===== src/rtl/sft_pkg.sv =====
package sft_pkg;

    typedef enum logic [2:0] {
        ST_IDLE,
        ST_ARM,
        ST_START,
        ST_DATA,
        ST_PAR,
        ST_STOP,
        ST_SYNC
    } sft_state_e;

    localparam logic [1:0] LEN_SHORT = 2'd0;
    localparam logic [1:0] LEN_MID   = 2'd1;
    localparam logic [1:0] LEN_LONG  = 2'd2;

endpackage


===== src/rtl/sft_parity.sv =====
module sft_parity #(
    parameter int DATA_W = 9,
    localparam int CNT_W = $clog2(DATA_W + 1)
) (
    input  logic [DATA_W-1:0] data,
    input  logic [CNT_W-1:0]  nbits,
    input  logic              odd,
    output logic              par_bit
);

    always_comb begin
        logic acc;
        acc = odd;
        for (int i = 0; i < DATA_W; i++) begin
            if (CNT_W'(i) < nbits) begin
                acc = acc ^ data[i];
            end
        end
        par_bit = acc;
    end

endmodule


===== src/rtl/sft_core.sv =====
module sft_core
    import sft_pkg::*;
#(
    parameter int DATA_W    = 9,
    parameter int SYNC_BITS = 8,
    localparam int CNT_W    = $clog2(DATA_W + 1)
) (
    input  logic              clk,
    input  logic              rst_n,
    input  logic              ld_valid,
    input  logic [DATA_W-1:0] ld_data,
    input  logic [CNT_W-1:0]  nbits,
    input  logic              par_bit,
    input  logic              cfg_sync,
    input  logic              cfg_par_en,
    input  logic              cfg_two_stop,
    input  logic              bit_tick,
    output logic              busy,
    output logic              txd,
    output logic              sclk
);

    typedef struct packed {
        sft_state_e        st;
        logic [DATA_W-1:0] sh;
        logic [CNT_W-1:0]  cnt;
        logic [CNT_W-1:0]  nbits;
        logic              sync;
        logic              par_en;
        logic              par_bit;
        logic              two_stop;
        logic              stop_second;
        logic              sclk;
        logic              txd;
        logic              busy;
    } regs_t;

    localparam regs_t RST = '{
        st:          ST_IDLE,
        sh:          '0,
        cnt:         '0,
        nbits:       '0,
        sync:        1'b0,
        par_en:      1'b0,
        par_bit:     1'b0,
        two_stop:    1'b0,
        stop_second: 1'b0,
        sclk:        1'b1,
        txd:         1'b1,
        busy:        1'b0
    };

    regs_t r_d, r_q;

    always_comb begin
        r_d = r_q;
        unique case (r_q.st)
            ST_IDLE: begin
                if (ld_valid) begin
                    r_d.st          = ST_ARM;
                    r_d.busy        = 1'b1;
                    r_d.sh          = ld_data;
                    r_d.cnt         = '0;
                    r_d.nbits       = cfg_sync ? CNT_W'(SYNC_BITS) : nbits;
                    r_d.sync        = cfg_sync;
                    r_d.par_en      = cfg_par_en & ~cfg_sync;
                    r_d.par_bit     = par_bit;
                    r_d.two_stop    = cfg_two_stop;
                    r_d.stop_second = 1'b0;
                end
            end
            ST_ARM: begin
                if (bit_tick) begin
                    if (r_q.sync) begin
                        r_d.st   = ST_SYNC;
                        r_d.sclk = 1'b0;
                        r_d.txd  = r_q.sh[0];
                        r_d.sh   = {1'b0, r_q.sh[DATA_W-1:1]};
                        r_d.cnt  = CNT_W'(1);
                    end else begin
                        r_d.st  = ST_START;
                        r_d.txd = 1'b0;
                    end
                end
            end
            ST_START: begin
                if (bit_tick) begin
                    r_d.st  = ST_DATA;
                    r_d.txd = r_q.sh[0];
                    r_d.sh  = {1'b0, r_q.sh[DATA_W-1:1]};
                    r_d.cnt = CNT_W'(1);
                end
            end
            ST_DATA: begin
                if (bit_tick) begin
                    if (r_q.cnt == r_q.nbits) begin
                        if (r_q.par_en) begin
                            r_d.st  = ST_PAR;
                            r_d.txd = r_q.par_bit;
                        end else begin
                            r_d.st  = ST_STOP;
                            r_d.txd = 1'b1;
                        end
                    end else begin
                        r_d.txd = r_q.sh[0];
                        r_d.sh  = {1'b0, r_q.sh[DATA_W-1:1]};
                        r_d.cnt = r_q.cnt + CNT_W'(1);
                    end
                end
            end
            ST_PAR: begin
                if (bit_tick) begin
                    r_d.st  = ST_STOP;
                    r_d.txd = 1'b1;
                end
            end
            ST_STOP: begin
                if (bit_tick) begin
                    if (r_q.two_stop && !r_q.stop_second) begin
                        r_d.stop_second = 1'b1;
                    end else begin
                        r_d.st   = ST_IDLE;
                        r_d.busy = 1'b0;
                    end
                end
            end
            ST_SYNC: begin
                if (bit_tick) begin
                    if (!r_q.sclk) begin
                        r_d.sclk = 1'b1;
                        if (r_q.cnt == r_q.nbits) begin
                            r_d.st   = ST_IDLE;
                            r_d.busy = 1'b0;
                            r_d.txd  = 1'b1;
                        end
                    end else begin
                        r_d.sclk = 1'b0;
                        r_d.txd  = r_q.sh[0];
                        r_d.sh   = {1'b0, r_q.sh[DATA_W-1:1]};
                        r_d.cnt  = r_q.cnt + CNT_W'(1);
                    end
                end
            end
            default: r_d = RST;
        endcase
    end

    always_ff @(posedge clk or negedge rst_n) begin
        if (!rst_n) begin
            r_q <= RST;
        end else begin
            r_q <= r_d;
        end
    end

    assign busy = r_q.busy;
    assign txd  = r_q.txd;
    assign sclk = r_q.sclk;

endmodule


===== src/rtl/serial_frame_tx.sv =====
module serial_frame_tx
    import sft_pkg::*;
#(
    parameter int DATA_W    = 9,
    parameter int SYNC_BITS = 8
) (
    input  logic              clk,
    input  logic              rst_n,
    input  logic              ld_valid,
    input  logic [DATA_W-1:0] ld_data,
    input  logic              cfg_sync,
    input  logic [1:0]        cfg_len,
    input  logic              cfg_par_en,
    input  logic              cfg_par_odd,
    input  logic              cfg_two_stop,
    input  logic              bit_tick,
    output logic              busy,
    output logic              txd,
    output logic              sclk
);

    localparam int CNT_W = $clog2(DATA_W + 1);

    logic [CNT_W-1:0] len_bits;
    logic             par_bit;

    always_comb begin
        unique case (cfg_len)
            LEN_SHORT: len_bits = CNT_W'(DATA_W - 2);
            LEN_LONG:  len_bits = CNT_W'(DATA_W);
            default:   len_bits = CNT_W'(DATA_W - 1);
        endcase
    end

    sft_parity #(.DATA_W(DATA_W)) u_par (
        .data    (ld_data),
        .nbits   (len_bits),
        .odd     (cfg_par_odd),
        .par_bit (par_bit)
    );

    sft_core #(.DATA_W(DATA_W), .SYNC_BITS(SYNC_BITS)) u_core (
        .clk          (clk),
        .rst_n        (rst_n),
        .ld_valid     (ld_valid),
        .ld_data      (ld_data),
        .nbits        (len_bits),
        .par_bit      (par_bit),
        .cfg_sync     (cfg_sync),
        .cfg_par_en   (cfg_par_en),
        .cfg_two_stop (cfg_two_stop),
        .bit_tick     (bit_tick),
        .busy         (busy),
        .txd          (txd),
        .sclk         (sclk)
    );

endmodule


===== config.mk =====
export PLATFORM = sky130hd
export DESIGN_NAME = serial_frame_tx
export DESIGN_NICKNAME = d
export VERILOG_FILES = /design/src/rtl/sft_pkg.sv /design/src/rtl/sft_parity.sv /design/src/rtl/sft_core.sv /design/src/rtl/serial_frame_tx.sv
export SDC_FILE = /design/constraint.sdc
export NUM_CORES = 1
export LEC_CHECK = 0
export BUFFER_PORTS_ARGS = -buffer_cell sky130_fd_sc_hd__buf_4
export CAP_MARGIN = 20
export CELL_PAD_IN_SITES_DETAIL_PLACEMENT = 0
export CELL_PAD_IN_SITES_GLOBAL_PLACEMENT = 1
export CORE_ASPECT_RATIO = 1.5
export CORE_UTILIZATION = 23
export CTS_CLUSTER_DIAMETER = 60
export DETAILED_ROUTE_END_ITERATION = 12
export PLACE_DENSITY_LB_ADDON = 0.15
export SLEW_MARGIN = 20
export SYNTH_ARGS = -nofsm -noshare
export SYNTH_HDL_FRONTEND = slang
export SYNTH_HIERARCHICAL = 1
export SYNTH_SLANG_ARGS = --single-unit

===== constraint.sdc =====
create_clock -name clk -period 2 [get_ports clk]
set_input_delay 0.2 -clock clk [delete_from_list [all_inputs] [get_ports clk]]
set_output_delay 0.2 -clock clk [all_outputs]
set_load 0.1 [all_outputs]

==> results.json <==
{
  "synthTopCellsByArea": "dfrtp_1 (36%), nand2_1 (5.3%), o21ai_0 (5.0%)",
  "instances_no_fill": 350,
  "syn_nets": 227,
  "fin_skew_ps": 6.44,
  "worst-slew-pin-transition_ps": 470,
  "max_stage_delay_ps": 610,
  "grt_max_degree": 29,
  "ir_worst_vdd_mv": 0.400,
  "ys.flop_type": "dfrtp_1",
  "dpl.cell_count": 345,
  "seq_area_frac_synth_pct": 39.4,
  "areaGrowthSynthToFinish_pct": 31.1,
  "die_h_um": 110,
  "clk_latency_ps": 270,
  "required_ps": 2210,
  "fin_crit_ps": 1850,
  "rsz0062_at_grt": "false",
  "synth_cells": 207,
  "diodes": 0,
  "drc_errors": 0,
  "drive_gt1_share_pct": 24.6,
  "io_pins": 22,
  "fin_nets": 269,
  "fp.dieArea_um2": 8130,
  "drtAntennaViolNets": 0,
  "grt_pass1_wl_um": 9020,
  "cts_tree": "built",
  "gp_congestion": 0.731,
  "fin_crit_sh_pct": 92.4,
  "p_per_area_nw_per_um2": 1480,
  "hold_class": "in -> reg",
  "wl_per_cell_um": 15.2,
  "grt.overflow.total": 0,
  "worstReg2RegEnd": "u_core/r_q[15]$_DFFE_PN0P_",
  "setup.worst_path.end": "u_core/r_q[15]$_DFFE_PN0P_",
  "r2r_slack_ps": 150,
  "slew_viol_final": 0,
  "yosys_warnings": 6,
  "r2r_start": "u_core/sclk$_DFFE_PN1P_",
  "first_iter_violations": 45,
  "post-cts-setup-buffers": 0,
  "core_um2": 7560,
  "max_freq_mhz": 541,
  "track_usage_pct": 15.0,
  "synth_edf_count": 0,
  "avgViaCountPerCell": 4.77,
  "status": "completed",
  "layout_commonest_cell": "buf_4",
  "clk_pin_slew_worst_paths_ps": 70,
  "rows": 39,
  "ys_seq_elements": 28,
  "synthArstFlopShare_pct": 100,
  "synth.avg_cell_area_um2": 8.63,
  "cts_sinks": 28,
  "synth_top_area_share_pct": 36.4,
  "crit_chain": "nor2b_1 -> o31a_1 -> a311o_1 -> or4_1 -> nand3_1",
  "slowest_stage": "dfstp_4",
  "layout_common_cells": "buf_4 (48), dfrtp_1 (26), nand2_1 (25)",
  "p_seq_share_pct": 27.4,
  "hpwlAfterDp_um": 4050,
  "p_switching_mw": 1.50,
  "dr.pass1.iters": 4,
  "cts_made_buffers": 3,
  "slew_headroom_pct": 68.3,
  "syn_area_um2": 1790,
  "fin_ws_ps": 152,
  "hold_viol": 0,
  "cts_buffer_depth": 2,
  "p_int_mw": 1.96,
  "cap_violations": 0,
  "synth_cell_types": 52,
  "cp_max_fo": 5,
  "antenna_found_initial": 0,
  "pre_cts_slack_ps": 74.9,
  "die-width_um": 73.9,
  "clock_tree.root_cell": "clkbuf_16",
  "power_leakage_nw": 1.01,
  "drt_wl_total_um": 5310,
  "setup_viol": 0,
  "start_util_pct": 23.6,
  "clockPowerShare_pct": 14.8,
  "htreeDepth": 1,
  "cp-start-kind": "flop",
  "crit_path_start": "u_core/sclk$_DFFE_PN1P_",
  "crit_path_end_kind": "flop",
  "yosys.area.top_type": "dfrtp_1",
  "first_global_vias": 1747,
  "place.port_buffers": 21,
  "swShare_pct": 43.4,
  "crit_arrival_ps": 2060,
  "crit_type": "reg -> reg",
  "rr_worst_depth": 5,
  "vias": 1669,
  "power_frac_comb_pct": 57.8
}
[flip-flops by register name, summed over array words and instances, names as in the netlist]
| signal | cells |
|---|---|
| u_core/busy | 1 |
| u_core/r_q | 25 |
| u_core/sclk | 1 |
| u_core/txd | 1 |
[power by group through the flow]
stage,Sequential (mW),Combinational [mW],Clock [mW]
3_3_place_gp,0.959,2.03,0
3_5_place_dp,0.959,2.02,0
5_1_grt,0.976,2.24,0.561
2_1_floorplan,1.05,1.13,0
4_1_cts,0.951,2.03,0.539
6_report,0.949,2.01,0.513
[metrics by stage]
step                utilization (%)  hold WS [ps]  setup TNS, ps  instance area [µm²]  total power, mW
floorplan                         -         -95.6          -12.8                 1790             2.19
global placement               29.6           164              0                 2240             2.99
detailed placement             29.6           163              0                 2240             2.98
CTS                            30.9           151              0                 2340             3.52
global route                   31.0           157              0                 2340             3.78
finish                         31.0           155              0                 2340             3.47
[kinds of logic (layout without fill, tap and decap cells)]
| logic type | Yosys count | in the layout | synth area share (%) |
|---|---|---|---|
| simple gates | 72 | 72 | 20.2 |
| buf+inv | 19 | 60 | 4.56 |
| fa+ha+maj | 1 | 1 | 0.701 |
| compound gates | 76 | 76 | 28.9 |
| mux | 1 | 1 | 0.631 |
| flops | 28 | 28 | 39.4 |
| xor+xnor | 10 | 10 | 5.68 |
[layout make-up]
cell class / count / area (µm²)
clock buffer: 4 / 88.8
fill: 853 / 5220
inverter: 6 / 22.5
multi-input combinational: 160 / 1000
sequential: 28 / 707
tap: 102 / 128
timing repair buffer: 50 / 390
[per-layer routing]
metal | vias to the layer above | part of all wire (%) | track usage, %
met5 | - | 0 | 0
li1 | 847 | - | -
met2 | 28 | 56 | 27.9
met3 | 5 | 2.7 | 1.92
met1 | 789 | 40 | 17.3
met4 | 0 | 1.3 | 4.53
[cell usage after synthesis, types with 2 or more instances]
library cell  count
dfrtp_1          26
nand2_1          25
o21ai_0          18
a21oi_1          16
nor2_1           15
clkbuf_1          8
a22oi_1           7
nor3_1            7
inv_1             6
xor2_1            6
nand3_1           5
a22o_1            4
nor2b_1           4
and3_1            3
nand2b_1          3
o21a_1            3
o221ai_1          3
o22ai_1           3
o31a_1            3
xnor2_1           3
a31oi_1           2
and2_1            2
buf_1             2
buf_2             2
dfstp_2           2
nand4_1           2
o311ai_0          2
[worst max-delay path: cells and delay by family (launching register included)]
family           cells  cell delay (ps)
AND/OR/NAND/NOR      3              570
flip-flops           1              610
AO/OA/AOI/OAI        2              610
[timing repair]
item                                    4_1_cts  5_1_grt
hold buffers                                  1        0
endpoints found under the hold margin        26        0
endpoints found under the setup margin        0        3
resized for setup                             0        1
[worst min path at each step]
| stage | depth (start not counted) | slack (ps) | startpoint | to |
|---|---|---|---|---|
| after floorplan | 0 | -100 | rst_n | u_core/busy$_DFFE_PN0P_ |
| final | 2 | 150 | cfg_par_en | u_core/r_q[6]$_DFFE_PN0P_ |
| after global routing | 2 | 160 | cfg_par_en | u_core/r_q[6]$_DFFE_PN0P_ |
| after CTS | 2 | 150 | cfg_par_en | u_core/r_q[6]$_DFFE_PN0P_ |
| after detailed placement | 1 | 160 | rst_n | u_core/busy$_DFFE_PN0P_ |
| after global placement | 1 | 160 | rst_n | u_core/busy$_DFFE_PN0P_ |
Note: power is estimated with default switching activity, not from simulation.
